### config.mk
export PLATFORM = sky130hd
export DESIGN_NAME = pmu_uacr_gate
export DESIGN_NICKNAME = d
export VERILOG_FILES = /design/src/rtl/pmu_uacr_gate.sv
export SDC_FILE = /design/constraint.sdc
export NUM_CORES = 1
export LEC_CHECK = 0
export CAP_MARGIN = 15
export CORE_ASPECT_RATIO = 2
export CORE_MARGIN = 2
export CORE_UTILIZATION = 44
export CTS_CLUSTER_SIZE = 28
export DETAILED_ROUTE_END_ITERATION = 12
export PLACE_DENSITY = 0.9
export SYNTH_ARGS = -nofsm -noshare
export SYNTH_HDL_FRONTEND = slang
export SYNTH_SLANG_ARGS = --single-unit
### constraint.sdc
create_clock -name clk -period 2.75 [get_ports clk]
set_clock_uncertainty 0.15 [all_clocks]
set_input_delay 0.825 -clock clk [delete_from_list [all_inputs] [get_ports clk]]
set_output_delay 0.825 -clock clk [all_outputs]
set_load 0.03 [all_outputs]
### src/rtl/pmu_uacr_gate.sv
module pmu_uacr_gate #(
  parameter int          DATA_W  = 64,
  parameter logic [15:0] SEL_ENC = 16'hC4F4,
  parameter logic [5:0]  TRAP_EC = 6'h18
) (
  input  logic              clk,
  input  logic              rst_n,
  input  logic              req_valid,
  input  logic              req_write,
  input  logic [15:0]       req_enc,
  input  logic [1:0]        req_el,
  input  logic [DATA_W-1:0] req_wdata,
  input  logic              feat_pmu,
  input  logic              feat_aa64,
  input  logic              feat_fgt2,
  input  logic              has_el3,
  input  logic              el2_enabled,
  input  logic              l3_enable,
  input  logic              l3_trap,
  input  logic              l3_fgt_en,
  input  logic              l2_trap,
  input  logic              fgt_rd_ok,
  input  logic              fgt_wr_ok,
  input  logic              sdd_undef_pri,
  input  logic              sdd_undef,
  output logic              rsp_valid,
  output logic [1:0]        rsp_outcome,
  output logic [5:0]        rsp_ec,
  output logic [DATA_W-1:0] rsp_rdata
);
  localparam logic [1:0] OUT_OK = 2'd0, OUT_UNDEF = 2'd1, OUT_EL2 = 2'd2, OUT_EL3 = 2'd3;

  logic [DATA_W-1:0] store_q;
  logic [1:0]        verdict;
  logic              hit, fgt_bit, l3_block, sdd_block;

  assign hit       = req_valid && (req_enc == SEL_ENC);
  assign fgt_bit   = req_write ? fgt_wr_ok : fgt_rd_ok;
  assign l3_block  = has_el3 && (!l3_enable || l3_trap);
  assign sdd_block = l3_block && sdd_undef_pri;

  always_comb begin
    verdict = OUT_OK;
    if (!(feat_pmu && feat_aa64))
      verdict = OUT_UNDEF;
    else if (req_el == 2'd0)
      verdict = OUT_UNDEF;
    else if (req_el != 2'd3) begin
      if (sdd_block)
        verdict = OUT_UNDEF;
      else if (req_el == 2'd1 && el2_enabled && feat_fgt2 &&
               ((has_el3 && !l3_fgt_en) || !fgt_bit))
        verdict = OUT_EL2;
      else if (req_el == 2'd1 && el2_enabled && l2_trap)
        verdict = OUT_EL2;
      else if (l3_block)
        verdict = sdd_undef ? OUT_UNDEF : OUT_EL3;
    end
  end

  always_ff @(posedge clk) begin
    if (!rst_n) begin
      store_q     <= '0;
      rsp_valid   <= 1'b0;
      rsp_outcome <= OUT_OK;
      rsp_ec      <= '0;
      rsp_rdata   <= '0;
    end else begin
      rsp_valid   <= hit;
      rsp_outcome <= hit ? verdict : OUT_OK;
      rsp_ec      <= (hit && verdict[1]) ? TRAP_EC : '0;
      rsp_rdata   <= (hit && !req_write && verdict == OUT_OK) ? store_q : '0;
      if (hit && req_write && verdict == OUT_OK)
        store_q <= req_wdata;
    end
  end


  el0_undef_chk: assert property (@(posedge clk) disable iff (!rst_n)
    hit && req_el == 2'd0 |=> rsp_valid && rsp_outcome == OUT_UNDEF);

  el3_permit_chk: assert property (@(posedge clk) disable iff (!rst_n)
    hit && req_el == 2'd3 && feat_pmu && feat_aa64 |=> rsp_outcome == OUT_OK);

  unsel_quiet_chk: assert property (@(posedge clk) disable iff (!rst_n)
    req_valid && req_enc != SEL_ENC |=> !rsp_valid);

  trap_class_chk: assert property (@(posedge clk) disable iff (!rst_n)
    rsp_valid && rsp_outcome[1] |-> rsp_ec == TRAP_EC);

  data_quiet_chk: assert property (@(posedge clk) disable iff (!rst_n)
    rsp_valid && rsp_outcome != OUT_OK |-> rsp_rdata == '0);

  store_guard_chk: assert property (@(posedge clk) disable iff (!rst_n)
    !$stable(store_q) |-> rsp_valid && rsp_outcome == OUT_OK && $past(req_write));
endmodule

# Yosys cells after proc, flatten, opt, wreduce, memory -nomap -nowiden

Cells that the tools add are included.

Eq/ne operators: 3
Mux-type cells: 10
Reductions and logical operators: 24

Operator list:

| kind                                                            | count |
|---|---|
| 16-bit == test, second input constant                           | 1 |
| 2-bit 2-to-1 mux                                                | 8 |
| 1-bit logical AND                                               | 14 |
| 5-bit 2-to-1 mux                                                | 1 |
| 1-bit zero test                                                 | 4 |
| 2-bit zero test                                                 | 2 |
| 2-bit AND reduction                                             | 2 |
| 2-bit by 1-bit == test with 1-bit output, second input constant | 1 |
| 1-bit logical OR                                                | 2 |
| 2-bit inequality test, second input constant                    | 1 |
| 1-bit 2-to-1 mux                                                | 1 |

Register bits after elaboration: 137
Input port bits: 99
Output and inout bits: 73
Logic and storage cells: 42

# Longest topological paths before layout

Gate-level depths: netlist of the first run.

Depth in word-level cells: 13
Mapped depth: 7
Mapped depth without buffers: 5

# Worst setup path after synthesis of the first run

OpenSTA, ideal clock, no wires.

Path kind: input-to-reg
Start: in req_enc[13]
End: reg rsp_rdata[0]
Library setup time: 59 ps
Arrival: 2257 ps
Required time: 2541 ps
Path slack: 285 ps
Cell stages on the path: 6
Path buffers: 1
Path through: nand4bb_1 > nor4_1 > nand4_1 > nor4_4 > clkbuf_2 > and2_1

Longest elaborated chain between the ends: 5

Ends and longest elaborated chain:

| element                         | line | source |
|---|---|---|
| start, declared                 | 10   | `input logic [15:0] req_enc,` |
| 16-bit == test                  | 37   | `assign hit = req_valid && (req_enc == SEL_ENC);` |
| 1-bit logical AND               | 37   |  |
| 1-bit logical AND (2 in series) | 72   | `rsp_rdata <= (hit && !req_write && verdict == OUT_OK) ? store_q : '0;` |
| 2-bit AND reduction (no line)   | -    |  |
| end signal, assigned            | 72   |  |
| end, declared                   | 29   | `output logic [DATA_W-1:0] rsp_rdata` |

Every way passes these cells.
A chain may end at the register's enable or synchronous reset.

# Final worst setup path of the first run

Start: in req_el[1]
End: reg store_q[45]

Longest elaborated chain between the ends: 11
Elaborated cells on any way between the ends: 15
Classes of those cells: 2 x eq/ne; 6 x mux; 7 x reduce/logical

Ends and longest elaborated chain:

| element                                                      | line   | source |
|---|---|---|
| start, declared                                              | 11     | `input logic [1:0] req_el,` |
| 2-bit by 1-bit == test with 1-bit output                     | 51, 54 |  |
| 1-bit logical AND                                            | 51, 54 |  |
| 1-bit logical AND (on tied branches)                         | 54, 51 |  |
| 2-bit 2-to-1 mux / 1-bit logical AND (equally long branches) | 54, 51 |  |
| 2-bit 2-to-1 mux                                             | 51     | `else if (req_el == 2'd1 && el2_enabled && feat_fgt2 &&` |
| 2-bit 2-to-1 mux                                             | 49     | `if (sdd_block)` |
| 2-bit 2-to-1 mux                                             | 48     | `else if (req_el != 2'd3) begin` |
| 2-bit 2-to-1 mux (*)                                         | 46     | `else if (req_el == 2'd0)` |
| 2-bit 2-to-1 mux (*)                                         | 44     | `if (!(feat_pmu && feat_aa64))` |
| 2-bit zero test (*)                                          | 73     | `if (hit && req_write && verdict == OUT_OK)` |
| 1-bit logical AND (*)                                        | 73     |  |
| end signal, assigned                                         | 74     | `store_q <= req_wdata;` |
| end, declared                                                | 33     | `logic [DATA_W-1:0] store_q;` |

Mark *: on every way between the ends. The rest lies on a longest branch, timed or not.

==> metrics.cfg, run 1 <==
[clock_network]
cell_at_the_root_of_the_clock_tree=clkbuf_16
cts-htree-levels=4
path_clk_slew_ps=60
cts_buffer_depth=2
cts-buffers-inserted=17
cts-hold-fix-buffers=0
clock_tree_from_tritoncts=done
clock_latency_ps=400
clock_sinks=132

[timing]
final_period_minus_worst_setup_slack_ps=2720
final_critical_path_setup_slack_ps=26.1
final_hold_viol_count=0
fin_setup_tns_ps=0
setup-violations-final=0
finalCritPeriodShare_pct=99.1
report.final.slew_viol_count=0
rsz0062_at_grt=true
achievable-frequency_mhz=367

[detailed_routing]
antenna_violating_nets_post_route=0
drt-total-wl_mm=15.3
routedWlPerCell_um=19.2
drt-vias-per-instance=5.68
first_iter_violations=391
drcViolationCount=0
vias_post_dr=4519
dr.pass1.iters=5

[cells_and_area]
drive_above_1_share_pct=11.9
finalNonFillerCells=795
fillers=712
diodes=0
postLayoutCoreUtil_pct=70.0
design.final.nets=745
syn_to_final_growth_pct=54.3

[worst_setup_path]
cp-end-kind=flop
timing_worst_setup_path_type=input pin to flop
critPathArrivalTime_ps=2840
crit_family=compound AO/OA/AOI/OAI gates
required_ps=2870
largest_fanout_on_the_critical_path=20
cp.depth=8
max_stage_delay_ps=550
timing.critical_path.buf_inv=3
crit_path_start_kind=input pin
critical_path.cell_chain=clkdlybuf4s50_1 > and4b_1 > a31o_2 > o2111a_2 > buf_4 > buf_12 > o31ai_2 > a21oi_1
cp_slowest_cell=clkdlybuf4s50_1
worst-r2r-cell-count=2

[die]
die_area_um2=11800
die_width_um=77.7
fp.coreArea_um2=10500
boundaryPins=172
initial_core_util_pct=45.4
dieHeight_um=151
floorplan.rows=53

[synthesis]
asyncSetResetFlopFracSynth_pct=0
post_synth_xor_area_fraction_pct=0.183
syn_area_um2=4780
biggest_area_consumer_among_synthesized_cells=dfxtp_1
syn_avg_cell_area_um2=9.89
post_synth_edffs=0
postSynthRegisterBits=132
ys_dominant_reg_cell=dfxtp_1
synth_top_family_by_area=simple AND/OR/NAND/NOR gates
syn_inst=484
synth_most_common_cell=dfxtp_1
list_of_most_frequent_post_synthesis_cells=dfxtp_1 (132), nand4_1 (66), a21oi_1 (65), and2_1 (65), o31ai_1 (64)
synth_top_area_share_pct=55.2
synth_seq_area_share_pct=55.2
adder_and_majority_cell_fraction_of_the_synthesized_area_pct=0
synthTopCellsByArea=dfxtp_1 (55%), o31ai_1 (10%), nand4_1 (8.6%), and2_1 (8.5%), a21oi_1 (6.8%)
netlist-cell-type-count=36
yosys_warnings=0
synth-simple-area-share_pct=19.9
synth_compound_gate_area_share_pct=18.4
yosys-mux-area-fraction_pct=0.235

[power_and_ir_drop]
power.density_cell_area_nw_per_um2=577
netSwitchingPower_uw=932
intPower_mw=3.33
share_of_power_burned_in_registers_pct=44.9
power.total_mw=4.26
clockPowerShare_pct=48.4
irDropWorstVdd_mv=0.451
combPwrFrac_pct=6.7
total_leakage_power_nw=2.56
p_sw_share_pct=21.9

[outcome]
status=complete, no violations

[global_routing]
first_global_vias=4649
global_route.usage.total_pct=25.9
initial_antenna_violation_count=0
leftover_overflow_at_the_end_of_global_routing=0
global_route_wire_length_before_repair_mm=23.5
largest_net_degree_at_the_start_of_global_routing=65

[placement]
hpwlAfterDp_mm=10.2
placement.setup.worst_slack_ps=-335
post-place-cells=764
portBuffers=167
gpl.final_weighted_congestion=0.853

[job]
drv_cap=0

[min_path]
hold_path_depth=1
path_class_of_the_lowest_slack_min_delay_path=flop to flop

worst paths after layout:
path	start	endpoint	slack [ps]
max reg2reg	store_q[45]$_SDFFE_PN0P_	store_q[45]$_SDFFE_PN0P_	1930
max	req_el[1]	store_q[45]$_SDFFE_PN0P_	30
min	store_q[17]$_SDFFE_PN0P_	rsp_rdata[17]$_SDFF_PN0_	300
min reg2reg	store_q[17]$_SDFFE_PN0P_	rsp_rdata[17]$_SDFF_PN0_	300
layout by cell type, fill, tap and decap left out, types with 3 or more instances in the layout:
cell / n
and2_1: 65
buf_4: 18
nand2_1: 3
clkdlybuf4s50_1: 167
dfxtp_1: 132
clkbuf_16: 17
conb_1: 4
o31ai_2: 5
clkinv_2: 5
nand4_1: 66
clkinvlp_4: 5
nor2_1: 3
buf_12: 12
a21oi_1: 65
inv_1: 3
o31ai_1: 59
cell families after synthesis:
kind of cell / Yosys count
XOR/XNOR: 1
AND/OR/NAND/NOR: 150
flip-flops: 132
other: 1
buffers and inverters: 62
multiplexers: 1
AO/OA/AOI/OAI: 137
area by class of cell:
cell class,count,area (um2),area share (%)
Multi-Input combinational cell,293,1950,26.4
Clock buffer,18,439,5.95
Tap cell,137,171,2.32
Clock inverter,13,110,1.49
Timing Repair Buffer,198,2060,27.9
Inverter,4,15.0,0.203
Sequential cell,132,2640,35.8
timing repair:
item                                   4_1_cts  5_1_grt
pin swaps                                    0        0
endpoints found under the hold margin        0        0
cloned                                       0        0
setup buffers                                0        0
setup endpoints to repair                   40       62
resized for setup                            2        7
stage by stage:
stage	instance area, um2	hold slack (ps)
after floorplan	4800	280
after global placement	6780	285
after detailed placement	6780	292
after CTS	7340	306
after global routing	7380	316
final	7380	305
sequential cells by signal (all words and copies together) (netlist names):
register     flops
rsp_ec           1
rsp_outcome      2
rsp_rdata       64
rsp_valid        1
store_q         64
routing by layer:
metal  track usage [%]  wire (um)  vias up
met3              5.51        729       45
met1              24.8       5150     2172
met4              16.2        742        0
li1                  -          -     2088
met2              49.0       8620      214
met5                 0          0        -
power by group through the flow:
| stage | clock, mW | sequential [mW] | combinational [mW] |
|---|---|---|---|
| after floorplan | 0 | 1.95 | 0.0799 |
| after global placement | 0 | 1.95 | 0.272 |
| after detailed placement | 0 | 1.95 | 0.278 |
| after CTS | 2.07 | 1.91 | 0.281 |
| after global routing | 2.18 | 1.91 | 0.298 |
| final | 2.06 | 1.91 | 0.287 |
(Power assumes the default switching activity.)
==> run 2: changes to the inputs <==
- ABC_AREA: default -> 1
- CORE_UTILIZATION: 44 -> 48
- PLACE_DENSITY: 0.9 -> 0.95
- TNS_END_PERCENT: default -> 5
- clock period: 2.75 -> 3.3 ns (I/O delays scaled with it)
==> metrics.cfg, run 2 <==
[power_and_ir_drop]
irDropWorstVdd_mv=0.394  ; -13%
power.density_cell_area_nw_per_um2=510  ; -12%
total_leakage_power_nw=3.14  ; +23%
power.total_mw=3.60  ; -16%

[clock_network]
cts_buffer_depth=2  ; unchanged
cts-buffers-inserted=17  ; unchanged
clock_tree_from_tritoncts=done
cts-hold-fix-buffers=0  ; unchanged
clock_latency_ps=400  ; about the same
cts_repair_resize_count=0  ; -2
cts_post_setup_buffers_inserted=0  ; unchanged
clock_sinks=132  ; unchanged
cts-htree-levels=4  ; unchanged
cell_at_the_root_of_the_clock_tree=clkbuf_16
path_clk_slew_ps=60  ; about the same

[synthesis]
syn_avg_cell_area_um2=7.99  ; -19%
syn_inst=610  ; +26%
post_synth_edffs=0  ; unchanged
synth_top_area_share_pct=54.2  ; -0.99 points
biggest_area_consumer_among_synthesized_cells=dfxtp_1
netlist-cell-type-count=21  ; -42%
postSynthRegisterBits=132  ; unchanged
ys_dominant_reg_cell=dfxtp_1
synthTopCellsByArea=dfxtp_1 (54%), nor2_1 (16%), nand2_2 (7.8%), nand2_1 (6.6%), inv_1 (6.1%)
list_of_most_frequent_post_synthesis_cells=nor2_1 (202), dfxtp_1 (132), nand2_1 (86)
synth_seq_area_share_pct=54.2  ; -0.99 points
yosys_warnings=0  ; unchanged
synth_most_common_cell=nor2_1
syn_area_um2=4870  ; +1.8%
asyncSetResetFlopFracSynth_pct=0  ; unchanged

[placement]
post-place-cells=889  ; +16%
portBuffers=167  ; unchanged
gpl.final_weighted_congestion=0.834  ; -2.2%
post_dp_cell_area_um2=6460  ; -4.7%
hpwlAfterDp_mm=7.79  ; -24%
placement.setup.worst_slack_ps=295  ; +630 ps

[worst_setup_path]
cp-end-kind=flop
rrSetupSlack_ps=2440  ; +510 ps
worst-r2r-cell-count=4  ; +2
cp-startpoint=req_enc[5]
timing_worst_setup_path_type=input pin to flop
crit_path_start_kind=input pin
largest_fanout_on_the_critical_path=53  ; +170%
required_ps=3470  ; +600 ps
worst_r2r_endpoint=store_q[24]$_SDFFE_PN0P_
critPathArrivalTime_ps=2800  ; -40 ps
r2r_start=store_q[24]$_SDFFE_PN0P_
critPathCapture=store_q[24]$_SDFFE_PN0P_

[detailed_routing]
drcViolationCount=0  ; unchanged
routedWlPerCell_um=11.9  ; -38%
drt-total-wl_mm=11.0  ; -28%
dr.pass1.iters=6  ; +1
vias_post_dr=4000  ; -11%
antenna_violating_nets_post_route=0  ; unchanged
drt-vias-per-instance=4.34  ; -24%
first_iter_violations=154  ; -61%

[cells_and_area]
postLayoutCoreUtil_pct=70.4  ; +0.39 points
drive_above_1_share_pct=14.0  ; +2.1 points
final_cell_mix=nor2_1 (202), clkdlybuf4s50_1 (166), dfxtp_1 (132)
layout.cell_area.non_filler_um2=7060  ; -4.4%
layout.cells.most_common=nor2_1
design.final.nets=872  ; +17%
final-seq-area_um2=2640  ; unchanged
multi_input_area_um2=1610  ; -17%
finalNonFillerCells=921  ; +16%
fillers=780  ; +9.6%
top_regs=rsp_rdata: 64 flops, store_q: 64 flops, rsp_outcome: 2 flops
syn_to_final_growth_pct=44.8
diodes=0  ; unchanged

[die]
boundaryPins=172  ; unchanged
dieHeight_um=146  ; -3.3%
floorplan.rows=52  ; -1.9%
die_area_um2=11000  ; -6.4%
initial_core_util_pct=48.6  ; +3.2 points
die_width_um=75.2  ; -3.2%
fp.coreArea_um2=10000  ; -5.0%

[timing]
final_period_minus_worst_setup_slack_ps=2620
final_hold_viol_count=0  ; unchanged
report.final.slew_viol_count=0  ; unchanged
pin_slew_with_the_least_headroom_to_its_limit_ps=678
setup-violations-final=0  ; unchanged
worst_hold_slack_ps=284  ; -21.0 ps
final_critical_path_setup_slack_ps=676  ; +650 ps
achievable-frequency_mhz=381
fin_setup_tns_ps=0  ; unchanged
maxSlewHeadroom_pct=54.8
finalCritPeriodShare_pct=79.5
rsz0062_at_grt=false

[global_routing]
initial_antenna_violation_count=0  ; unchanged
global_route_wire_length_before_repair_mm=17.5  ; -25%
largest_net_degree_at_the_start_of_global_routing=65  ; unchanged
global_route.usage.total_pct=20.8  ; -5.0 points
leftover_overflow_at_the_end_of_global_routing=0  ; unchanged
first_global_vias=3915  ; -16%

[outcome]
status=complete, no violations

[min_path]
path_class_of_the_lowest_slack_min_delay_path=flop to flop

[job]
drv_cap=0  ; unchanged

-- run 2: cell types whose count changed after synthesis, moves of 64 or more --
cell     before  now
inv_1         3   79
nor2_1        3  202
and2_1       65    0
o31ai_1      64    0
a21oi_1      65    0
nand4_1      66    2
nand2_1       3   86
-- run 2: worst max-delay path: stages --
cell             delay [ps]
clkdlybuf4s50_1         450
nand2_1                  50
inv_1                    40
nand2_1                  40
nor2_1                  130
nand3_1                 140
nor2_2                  140
nand3_4                 210
buf_12                  270
nand2_2                  80
nand2_1                  70
nor2_1                  150
-- run 2: how the worst min path moves through the flow --
stage,slack (ps),endpoint,depth (start not counted),start
floorplan,270,rsp_rdata[0]$_SDFF_PN0_,2,store_q[0]$_SDFFE_PN0P_
global placement,270,rsp_rdata[3]$_SDFF_PN0_,2,store_q[3]$_SDFFE_PN0P_
detailed placement,270,rsp_rdata[1]$_SDFF_PN0_,2,store_q[1]$_SDFFE_PN0P_
CTS,280,rsp_rdata[1]$_SDFF_PN0_,2,store_q[1]$_SDFFE_PN0P_
global route,310,rsp_rdata[30]$_SDFF_PN0_,2,store_q[30]$_SDFFE_PN0P_
finish,280,rsp_rdata[1]$_SDFF_PN0_,2,store_q[1]$_SDFFE_PN0P_
-- run 2: cell families (layout without fill, tap and decap cells) --
| logic type | Yosys count | after routing | share of synthesized area, % |
|---|---|---|---|
| flops | 132 | 132 | 54.2 |
| simple gates | 363 | 363 | 32.4 |
| other cells | 1 | 4 | 0.0770 |
| buf+inv | 113 | 286 | 12.9 |
| compound gates | 1 | 1 | 0.334 |
-- run 2: power breakdown --
| group | internal (mW) | switching [mW] | total, mW |
|---|---|---|---|
| logic | 0.109 | 0.0527 | 0.162 |
| clock network | 1.14 | 0.701 | 1.84 |
| registers | 1.59 | 0.000000334 | 1.59 |
| total | 2.84 | 0.753 | 3.60 |
-- run 2: final cells by class --
type | count | area share (%)
clock buffers | 18 | 6.22
multi-input cells | 368 | 22.8
flip-flops and latches | 132 | 37.5
well taps | 135 | 2.39
repair buffers | 173 | 24.6
clock inverters | 14 | 2.16
inverters | 81 | 4.31
-- run 2: layer usage --
layer	track usage, %	vias to the layer above	share of wire, %
met5	0	-	0
met1	20.6	1772	35
met2	37.4	129	57
li1	-	2074	-
met3	5.52	25	4.0
met4	11.4	0	3.5
==> run 3: changes to the inputs <==
- CORE_UTILIZATION: 48 -> 40
- PLACE_DENSITY: 0.95 -> 0.86
- clock period: 3.3 -> 2.2 ns (I/O delays scaled with it)
==> metrics.cfg, run 3 (synthesis results as in run 2) <==
[worst_setup_path]
critPathArrivalTime_ps=2360  ; -440 ps
rrSetupSlack_ps=1340  ; -1100 ps
required_ps=2340  ; -1130 ps
crit_path_start_kind=input pin
timing_worst_setup_path_type=input pin to flop
largest_fanout_on_the_critical_path=7  ; -87%
cp-end-kind=flop

[detailed_routing]
drt-total-wl_mm=12.4  ; +13%
routedWlPerCell_um=13.0  ; +8.6%
first_iter_violations=175  ; +14%
dr.pass1.iters=4  ; -2
vias_post_dr=4180  ; +4.5%
antenna_violating_nets_post_route=0  ; unchanged
drt-vias-per-instance=4.38  ; +0.89%
drcViolationCount=0  ; unchanged

[die]
floorplan.rows=57  ; +9.6%
die_width_um=82.0  ; +9.0%
dieHeight_um=160  ; +9.3%
fp.coreArea_um2=12100  ; +20%
boundaryPins=172  ; unchanged
die_area_um2=13100  ; +19%
initial_core_util_pct=40.4  ; -8.2 points

[global_routing]
initial_antenna_violation_count=1  ; +1
grt.met3_usage_pct=4.75  ; -0.78 points
global_route_wire_length_before_repair_mm=17.4  ; -0.35%
global_route.usage.total_pct=17.6  ; -3.3 points
first_global_vias=3925  ; +0.26%
grt_use_met1_pct=16.5  ; -4.1 points
largest_net_degree_at_the_start_of_global_routing=65  ; unchanged
leftover_overflow_at_the_end_of_global_routing=0  ; unchanged
gr-max-usage-layer=met2
met2_usage_pct=32.5  ; -4.9 points

[power_and_ir_drop]
total_leakage_power_nw=4.10  ; +31%
share_of_power_burned_in_registers_pct=43.4  ; -0.9 points
combPwrFrac_pct=4.6  ; about the same
power.density_cell_area_nw_per_um2=736  ; +44%
netSwitchingPower_mw=1.11  ; +47%
power.total_mw=5.51  ; +53%
intPower_mw=4.40  ; +55%
p_sw_share_pct=20.1  ; -0.83 points
irDropWorstVdd_mv=0.558  ; +41%
clockPowerShare_pct=52.0  ; +0.8 points

[placement]
gpl.final_weighted_congestion=0.780  ; -6.5%
portBuffers=167  ; unchanged
hpwlAfterDp_mm=7.83  ; +0.52%

[clock_network]
clock_tree_from_tritoncts=done
cts_buffer_depth=2  ; unchanged
clock_sinks=132  ; unchanged
cts-htree-levels=4  ; unchanged
cts-buffers-inserted=17  ; unchanged
cell_at_the_root_of_the_clock_tree=clkbuf_16
clock_latency_ps=400  ; about the same
path_clk_slew_ps=50  ; about the same

[cells_and_area]
top_regs=rsp_rdata: 64 flops, store_q: 64 flops, rsp_outcome: 2 flops
drive_above_1_share_pct=17.1  ; +3.1 points
final-seq-area_um2=2640  ; unchanged
syn_to_final_growth_pct=53.6
design.final.nets=892  ; +2.3%
fillers=1004  ; +29%
layout.cells.most_common=nor2_1
multi_input_area_um2=1660  ; +2.9%
final_cell_mix=nor2_1 (195), dfxtp_1 (132), clkdlybuf4s50_1 (92)

[outcome]
violations=setup timing
status=complete, but fails checks

[timing]
setup-violations-final=4  ; +4
rsz0062_at_grt=true
finalCritPeriodShare_pct=101
pin_slew_with_the_least_headroom_to_its_limit_ps=703  ; +25.7 ps
achievable-frequency_mhz=450
final_period_minus_worst_setup_slack_ps=2220
report.final.slew_viol_count=0  ; unchanged
fin_setup_tns_ps=-63.1  ; -63.1 ps
final_critical_path_setup_slack_ps=-20.3  ; -696 ps
maxSlewHeadroom_pct=53.1  ; -1.7 points
final_hold_viol_count=0  ; unchanged

[min_path]
path_class_of_the_lowest_slack_min_delay_path=flop to flop

[job]
drv_cap=0  ; unchanged

run 3: cell types whose count changed in the layout (fill, tap and decap cells not counted), moves of 4 or more:
cell             delta
clkbuf_16           +6
dlygate4sd2_1      +41
nor2_1              -7
clkdlybuf4s50_1    -74
dlymetal6s2s_1     +33
buf_6               +4
nor2_2              +6
buf_4               +4
run 3: layer usage:
layer  wire (um)  vias up
met3         456       32
met4         472        0
met1        4360     1904
met5           0        -
met2        7080      127
li1            -     2117
run 3: worst max-delay path: stages:
cell	delay (ps)
clkdlybuf4s50_1	450
nand2_1	50
inv_1	60
nand2_2	50
nor2_2	120
nand3_2	120
nor2_4	160
buf_6	130
nand3_4	160
buf_8	200
nor2_1	140
nor2_1	70
run 3: cell type report:
| class | count | share of cell area, % |
|---|---|---|
| Sequential cell | 132 | 35.3 |
| Timing Repair Buffer | 192 | 27.8 |
| Multi-Input combinational cell | 369 | 22.2 |
| Clock buffer | 20 | 6.10 |
| Inverter | 81 | 4.06 |
| Tap cell | 147 | 2.46 |
| Clock inverter | 12 | 2.04 |
| Antenna cell | 1 | 0.0334 |
run 3: power groups by stage:
stage          logic, mW  clock network (mW)  registers (mW)
3_5_place_dp       0.251                   0            2.44
6_report           0.255                2.86            2.39
4_1_cts            0.253                2.91            2.39
2_1_floorplan     0.0625                   0            2.44
5_1_grt            0.272                3.04            2.39
3_3_place_gp       0.250                   0            2.44
run 3: path summary, 6_finish.rpt:
check,endpoint,startpoint,cells past startpoint
worst max-delay path,store_q[52]$_SDFFE_PN0P_,req_enc[5],12
worst min-delay path,rsp_rdata[3]$_SDFF_PN0_,store_q[3]$_SDFFE_PN0P_,2
worst max register to register,store_q[43]$_SDFFE_PN0P_,store_q[43]$_SDFFE_PN0P_,4
worst min register to register,rsp_rdata[3]$_SDFF_PN0_,store_q[3]$_SDFFE_PN0P_,2
run 3: per-stage QoR:
stage | hold WS (ps) | worst slack (ps) | instance area (um2) | instances | utilization [%]
2_1_floorplan | 266 | 283 | 4880 | 613 | -
3_3_place_gp | 271 | -331 | 6580 | 911 | 54.6
3_5_place_dp | 274 | -365 | 6580 | 911 | 54.6
4_1_cts | 285 | 2.26 | 7140 | 943 | 59.2
5_1_grt | 299 | -107 | 7480 | 954 | 62.1
6_report | 285 | -20.3 | 7480 | 954 | 62.1
run 3: what timing repair did:
| action | CTS | global route |
|---|---|---|
| gates resized for setup | 41 | 51 |
| buffers inserted | 0 | 2 |
| hold buffers | 0 | 0 |
| cloned | 0 | 8 |
| setup endpoints to repair | 41 | 85 |
| pin swaps | 0 | 10 |
